### config.mk
export PLATFORM = sky130hd
export DESIGN_NAME = adc_trig_ctl
export DESIGN_NICKNAME = d
export VERILOG_FILES = /design/src/rtl/adc_trig_pkg.sv /design/src/rtl/adc_ctl_reg.sv /design/src/rtl/adc_trig_qual.sv /design/src/rtl/adc_wr_cadence.sv /design/src/rtl/adc_trig_ctl.sv
export SDC_FILE = /design/constraint.sdc
export NUM_CORES = 1
export LEC_CHECK = 0
export BUFFER_PORTS_ARGS = -buffer_cell sky130_fd_sc_hd__buf_2
export CORE_MARGIN = 2
export CORE_UTILIZATION = 46
export CTS_CLUSTER_DIAMETER = 200
export DETAILED_ROUTE_END_ITERATION = 10
export PLACE_DENSITY = 0.76
export SYNTH_ARGS = -nofsm -noshare
export SYNTH_HDL_FRONTEND = slang
export SYNTH_SLANG_ARGS = --single-unit
### constraint.sdc
create_clock -name clk -period 1.7 [get_ports clk]
set_input_delay 0.085 -clock clk [delete_from_list [all_inputs] [get_ports clk]]
set_output_delay 0.085 -clock clk [all_outputs]
set_load 0.02 [all_outputs]
### src/rtl/adc_trig_pkg.sv
package adc_trig_pkg;

    localparam int NSRC    = 5;
    localparam int REG_W   = 8;
    localparam int BUF_DEP = 4;

    typedef enum logic [1:0] {
        CAD_EACH = 2'b00,
        CAD_HALF = 2'b01,
        CAD_FULL = 2'b10,
        CAD_RSVD = 2'b11
    } cadence_e;

    typedef struct packed {
        cadence_e          cad;
        logic              spare;
        logic [NSRC-1:0]   mask;
    } ctl_t;

    // Does word number idx (1..depth) raise an interrupt under cadence c?
    function automatic logic cadence_hit(cadence_e c, int idx, int depth);
        case (c)
            CAD_EACH: return 1'b1;
            CAD_HALF: return (idx == depth / 2) || (idx == depth);
            CAD_FULL: return idx == depth;
            default:  return 1'b0;
        endcase
    endfunction

endpackage

### src/rtl/adc_ctl_reg.sv
module adc_ctl_reg
    import adc_trig_pkg::*;
(
    input  logic             clk,
    input  logic             rst,
    input  logic             we,
    input  logic [REG_W-1:0] wdata,
    output ctl_t             ctl
);

    ctl_t wr_val;

    always_comb begin
        wr_val       = ctl_t'(wdata);
        wr_val.spare = 1'b0;
    end

    always_ff @(posedge clk) begin
        if (rst)     ctl <= '0;
        else if (we) ctl <= wr_val;
    end

endmodule

### src/rtl/adc_trig_qual.sv
module adc_trig_qual #(
    parameter int N = 5
) (
    input  logic         clk,
    input  logic         rst,
    input  logic [N-1:0] trig,
    input  logic [N-1:0] mask,
    input  logic         busy,
    output logic         start
);

    logic [N-1:0] trig_q;
    logic [N-1:0] rise;

    for (genvar g = 0; g < N; g++) begin : g_edge
        always_ff @(posedge clk) begin
            if (rst) trig_q[g] <= 1'b0;
            else     trig_q[g] <= trig[g];
        end
        assign rise[g] = trig[g] & ~trig_q[g] & mask[g];
    end

    always_ff @(posedge clk) begin
        if (rst) start <= 1'b0;
        else     start <= (|rise) & ~busy;
    end

endmodule

### src/rtl/adc_wr_cadence.sv
module adc_wr_cadence
    import adc_trig_pkg::*;
#(
    parameter int DEPTH = 4
) (
    input  logic     clk,
    input  logic     rst,
    input  logic     cont_mode,
    input  logic     buf_wr,
    input  cadence_e cad,
    output logic     irq
);

    localparam int CW = $clog2(DEPTH + 1);

    logic [CW-1:0] cnt;
    logic [CW-1:0] base;
    logic [CW-1:0] nxt;
    logic          mode_q;
    logic          hit;

    always_comb begin
        base = (cont_mode != mode_q) ? '0 : cnt;
        nxt  = (base == CW'(DEPTH)) ? CW'(1) : base + 1'b1;
        hit  = cont_mode ? cadence_hit(cad, int'(nxt), DEPTH) : 1'b1;
    end

    always_ff @(posedge clk) begin
        if (rst) begin
            cnt    <= '0;
            mode_q <= 1'b0;
            irq    <= 1'b0;
        end else begin
            mode_q <= cont_mode;
            irq    <= buf_wr & hit;
            cnt    <= buf_wr ? nxt : base;
        end
    end

endmodule

### src/rtl/adc_trig_ctl.sv
module adc_trig_ctl
    import adc_trig_pkg::*;
#(
    parameter int DEPTH = BUF_DEP
) (
    input  logic             clk,
    input  logic             rst,
    input  logic             reg_we,
    input  logic [REG_W-1:0] reg_wdata,
    output logic [REG_W-1:0] reg_rdata,
    input  logic [NSRC-1:0]  trig_in,
    input  logic             seq_busy,
    input  logic             cont_mode,
    input  logic             buf_wr,
    output logic             start_pulse,
    output logic             irq
);

    ctl_t ctl;

    adc_ctl_reg u_reg (
        .clk   (clk),
        .rst   (rst),
        .we    (reg_we),
        .wdata (reg_wdata),
        .ctl   (ctl)
    );

    adc_trig_qual #(.N(NSRC)) u_qual (
        .clk   (clk),
        .rst   (rst),
        .trig  (trig_in),
        .mask  (ctl.mask),
        .busy  (seq_busy),
        .start (start_pulse)
    );

    adc_wr_cadence #(.DEPTH(DEPTH)) u_cad (
        .clk       (clk),
        .rst       (rst),
        .cont_mode (cont_mode),
        .buf_wr    (buf_wr),
        .cad       (ctl.cad),
        .irq       (irq)
    );

    assign reg_rdata = REG_W'(ctl);

endmodule

# [After elaboration in Yosys (flattened, before gate mapping)]
# Index checks and enable logic that the tools add are counted.
[op_classes] div=0 n_mul=0 shift=0 magnitude_cmp=0 n_addsub=1 n_eq_ne=6 n_reduce_logical=3 bitwise=18 n_mux=5
[op_table] op="$and A1 B1 Y1" count=12
[op_table] op="$eq A3 B3 Y1 const B" count=3
[op_table] op="$mux W3" count=3
[op_table] op="$not A1 Y1" count=6
[op_table] op="$reduce_or A5 Y1" count=1
[op_table] op="$add A3 B1 Y3 const B" count=1
[op_table] op="$pmux W1 S3" count=1
[op_table] op="$eq A2 B1 Y1 const B" count=1
[op_table] op="$eq A2 B2 Y1 const B" count=1
[op_table] op="$logic_not A2 Y1" count=1
[op_table] op="$logic_or A1 B1 Y1" count=1
[op_table] op="$mux W1" count=1
[op_table] op="$ne A1 B1 Y1" count=1
[totals] out_inout_bits=10 romBits=0 reg_bits=18 latchBits=0 n_memories=0 ram_bits=0

# [Depth between registers and ports, before layout]
[depth] depth_word=9 ltp_mapped=8

# [Cells and area by module]
# A second synthesis with hierarchy kept.
[hier_totals] cells_unflattened=80 area_unflattened_um2=770.7
[by_module_without_submodules] mod="adc_wr_cadence" cells_each=35 instances=1 seq_area_each_um2=100.1 area_each_um2=310.3
[by_module_without_submodules] mod="adc_ctl_reg" cells_each=24 instances=1 seq_area_each_um2=140.1 area_each_um2=259.0
[by_module_without_submodules] mod="adc_trig_qual" cells_each=21 instances=1 seq_area_each_um2=120.1 area_each_um2=201.4

# [Worst setup path before layout]
# No wires, ideal clock.
[synth_timing] kind="flip-flop to flip-flop" start="register u_cad.mode_q" end="register u_cad.irq" setup_ns=0.072 slack_ns=0.165 required_time_ns=1.628 arrival_ns=1.463 stages_incl_launch_ff=9 path_cell_list="dfxtp_1 > xnor2_2 > nand2_1 > inv_1 > ha_1 > inv_1 > maj3_1 > nand4_1 > nor3b_2"
[synth_via] elab_chain_cells=9 word_cells_on_any_way=11
[synth_rtl] element="start: declaration" line="adc_wr_cadence.sv:19" source="logic mode_q;"
[synth_rtl] element="start signal: assignment" line="adc_wr_cadence.sv:34" source="mode_q <= cont_mode;"
[synth_rtl] element="$ne A1 B1 Y1 *" line="adc_wr_cadence.sv:23" source="base = (cont_mode != mode_q) ? '0 : cnt;"
[synth_rtl] element="$mux W3 *" line="adc_wr_cadence.sv:23"
[synth_rtl] element="$add A3 B1 Y3 or $eq A3 B3 Y1 (tied branches)" line="adc_wr_cadence.sv:24" source="nxt = (base == CW'(DEPTH)) ? CW'(1) : base + 1'b1;"
[synth_rtl] element="$mux W3 *" line="adc_wr_cadence.sv:24"
[synth_rtl] element="$eq A3 B3 Y1, on equally long branches" line="adc_trig_pkg.sv:24, adc_trig_pkg.sv:25"
[synth_rtl] element="$logic_or A1 B1 Y1" line="adc_trig_pkg.sv:24" source="CAD_HALF: return (idx == depth / 2) || (idx == depth);"
[synth_rtl] element="$pmux W1 S3 *" line="adc_trig_pkg.sv:22" source="case (c)"
[synth_rtl] element="$mux W1 *" line="adc_wr_cadence.sv:25" source="hit = cont_mode ? cadence_hit(cad, int'(nxt), DEPTH) : 1'b1;"
[synth_rtl] element="$and A1 B1 Y1 *" line="adc_wr_cadence.sv:35" source="irq <= buf_wr & hit;"
[synth_rtl] element="end signal: assignment" line="adc_wr_cadence.sv:35"
[synth_rtl] element="end: declaration" line="adc_wr_cadence.sv:11" source="output logic irq"
# Every way passes the cells marked *; elsewhere a longest branch is shown, timed or not.
# A chain may end at the register's enable or synchronous reset.

# [Worst setup path after layout]
# Same ends and word-level chain as after synthesis.

==> insert_results.sql <==
INSERT INTO impl_metrics (metric_group, metric, value, unit) VALUES
('status', 'status', 'finished clean', ''),
('critical_path', 'cpLargestDelayFamily', 'compound AO/OA/AOI/OAI gates', ''),
('grt', 'pin_count_of_the_biggest_net_entering_global_routing', '19', ''),
('synthesis', 'yosysSeqAreaShare', '46.83', '%'),
('layout', 'areaGrowthSynthToFinish', '29.27', '%'),
('power', 'p_leak', '0.4866', 'nW'),
('power', 'switching_share', '24.46', '%'),
('critical_path', 'crit_path_cell_trace', 'xnor2_4 > nand2_1 > inv_2 > buf_4 > ha_1 > a31o_1 > a21oi_1 > nor3b_2', ''),
('clock_network', 'clkTransAtPathRegs', '0.10', 'ns'),
('critical_path', 'crit_start', 'u_cad.mode_q$_SDFF_PP0_', ''),
('synthesis', 'synthesis.area', '769.5', 'um2'),
('timing', 'final.period_utilization', '90.52', '%'),
('clock_network', 'cts_root_buf', 'clkbuf_4', ''),
('layout', 'utilization', '64.53', '%'),
('clock_network', 'clock_tree.buffer_depth', '2', ''),
('critical_path', 'worstPathArrival', '1.72', 'ns'),
('synthesis', 'yosysTopAreaCellShare', '46.83', '%'),
('critical_path', 'crit_path_max_incr_delay', '0.35', 'ns'),
('timing', 'finalSetupViolCount', '0', ''),
('grt', 'grt_overflow', '0', ''),
('synthesis', 'synth_compound_gate_area_share', '7.317', '%'),
('grt', 'top_usage_layer', 'met2', ''),
('die', 'io-pin-count', '29', ''),
('timing', 'setup-tns-final', '0', 'ns'),
('grt', 'grt_use_met2', '28.41', '%'),
('power', 'overall_power_of_the_completed_layout', '0.0008459', 'W'),
('place', 'gp_routability_congestion', '0.7435', ''),
('power', 'comb_power_share', '15.8', '%'),
('power', 'power.ir.vdd_worst', '0.7192', 'mV'),
('power', 'power.net_switching', '0.0002069', 'W'),
('critical_path', 'timing.critical_path.slowest_stage_cell', 'dfxtp_2', ''),
('grt', 'grt_antenna_before_repair', '0', ''),
('synthesis', 'post_synth_mux_area_share', '9.106', '%'),
('grt', 'grt_pass1_wl', '2311', 'um'),
('detailed_routing', 'via_count', '639', ''),
('critical_path', 'critPathKind', 'register to register', ''),
('layout', 'mostFrequentLayoutCells', '26 x buf_2, 17 x dfxtp_1, 9 x nor2_1', ''),
('critical_path', 'critPathBufInv', '2', ''),
('clock_network', 'htree_num_levels', '1', ''),
('critical_path', 'worst_ep_required_time', '1.88', 'ns'),
('detailed_routing', 'wirelength', '1457', 'um'),
('grt', 'grt_usage', '16.22', '%'),
('grt', 'grt_util_met1', '17.41', '%'),
('place', 'detailed_place_hpwl', '1024', 'um'),
('synthesis', 'post_synth.cell_area_avg', '9.619', 'um2'),
('power', 'intPower', '0.0006390', 'W'),
('layout', 'number_of_nets_at_the_end_of_the_flow', '136', ''),
('min_path', 'holdCritPathClass', 'input pin to register', ''),
('critical_path', 'worst-path-max-fanout', '4', ''),
('timing', 'hold_viol', '0', ''),
('power', 'seqPwrFrac', '53.9', '%'),
('synthesis', 'synth_area_in_simple_gates', '20.65', '%'),
('detailed_routing', 'postRouteAntennaNets', '0', ''),
('clock_network', 'cts_tree', 'built', ''),
('synthesis', 'synth_top_cell_by_area', 'dfxtp_1', ''),
('layout', 'insertedDiodeCount', '0', ''),
('critical_path', 'startpoint_type', 'register', ''),
('die', 'fp.dieArea', '0.002016', 'mm2'),
('die', 'core_area', '0.001541', 'mm2'),
('die', 'fp.dieH', '44.90', 'um'),
('min_path', 'hold_path_startpoint', 'trig_in[0]', ''),
('synthesis', 'synth_seq_cells', '18', ''),
('critical_path', 'worst_setup_path_end_kind', 'register', ''),
('synthesis', 'synthCells', '80', ''),
('power', 'share_clk_of_total_power', '30.2', '%'),
('clock_network', 'cts_buffer_count', '3', ''),
('synthesis', 'main_combinational_cell_family_by_area_after_synthesis', 'simple AND/OR/NAND/NOR gates', ''),
('grt', 'via_count_of_the_first_global_routing_pass', '555', ''),
('die', 'std_cell_rows', '14', ''),
('synthesis', 'netlist-cell-type-count', '25', ''),
('synthesis', 'yosysWarnings', '0', '');
-- kinds of logic (layout without fill, tap and decap cells) --
kind of cell,after synthesis,in the layout
muxes,7,7
other,1,1
and+or+nand+nor,30,30
AOI/OAI and AO/OA,9,9
adders and majority gates,5,5
DFF,18,18
xor gates and xnor gates,2,2
buffers and inverters,8,40
-- synth_stat cells --
library cell,count
buf_4,1
dfxtp_1,18
inv_1,5
xnor2_2,1
buf_2,1
nand3b_1,3
a21oi_1,2
maj3_1,1
a31oi_1,1
nand2b_1,1
a311oi_1,1
nand3_1,3
conb_1,1
o21ai_0,3
nor3b_2,1
nor2b_1,7
o21a_1,1
nand4_1,1
a31o_1,1
clkbuf_1,1
xor2_1,1
nand2_1,5
mux2i_1,7
nor2_1,9
ha_1,4
-- through the flow --
| stage | setup slack, ns | cells | hold slack (ns) | area (um2) |
|---|---|---|---|---|
| CTS | 0.06090 | 127 | 0.001568 | 972.2 |
| detailed placement | 0.02182 | 121 | 0.2494 | 918.4 |
| finish | 0.1611 | 128 | 0.009574 | 994.7 |
| global route | 0.02116 | 128 | 0.002637 | 994.7 |
| global placement | 0.09935 | 121 | 0.2442 | 918.4 |
| floorplan | 0.1650 | 80 | 0.1566 | 769.5 |
-- timing repair --
action                                  4_1_cts  5_1_grt
buffers inserted                              1        1
resized for setup                             0        5
endpoints found under the hold margin         1        0
endpoints found under the setup margin        1        1
hold buffers                                  1        0
pin swaps                                     1        2
-- registers in the layout (all words and copies together), names as in the netlist --
name           flops
u_qual.trig_q      5
u_qual.start       1
u_cad.irq          1
u_cad.cnt          3
u_cad.mode_q       1
u_reg.ctl          7
-- power groups by stage --
stage                logic, W  clock network (W)  registers, W
detailed placement   0.000122                  0      0.000465
CTS                  0.000128           0.000264      0.000455
global placement     0.000118                  0      0.000464
finish               0.000134           0.000256      0.000456
floorplan           0.0000589                  0      0.000479
global route         0.000147           0.000285      0.000459
-- routing by layer --
metal  part of all wire (%)  wire (um)
met1                     42        611
met2                     50        735
met3                    6.8         99
met4                   0.75         11
met5                      0          0
-- final cells by class --
type	count	area, um2
fill	138	546.8
multi-input combinational	54	387.9
sequential	18	361.6
timing repair buffer	31	170.2
clock buffer	4	36.28
tap	16	20.02
inverter	5	18.77
-- final timing paths --
kind	to	slack, ns	depth (start not counted)
setup reg to reg	u_cad.irq$_SDFF_PP0_	0.16	8
hold / removal	u_qual.trig_q[0]$_SDFF_PP0_	0.01	2
setup / recovery	u_cad.irq$_SDFF_PP0_	0.16	8
hold reg to reg	u_qual.start$_SDFF_PP0_	0.51	2
No activity file was read; power rests on OpenSTA's default activity.
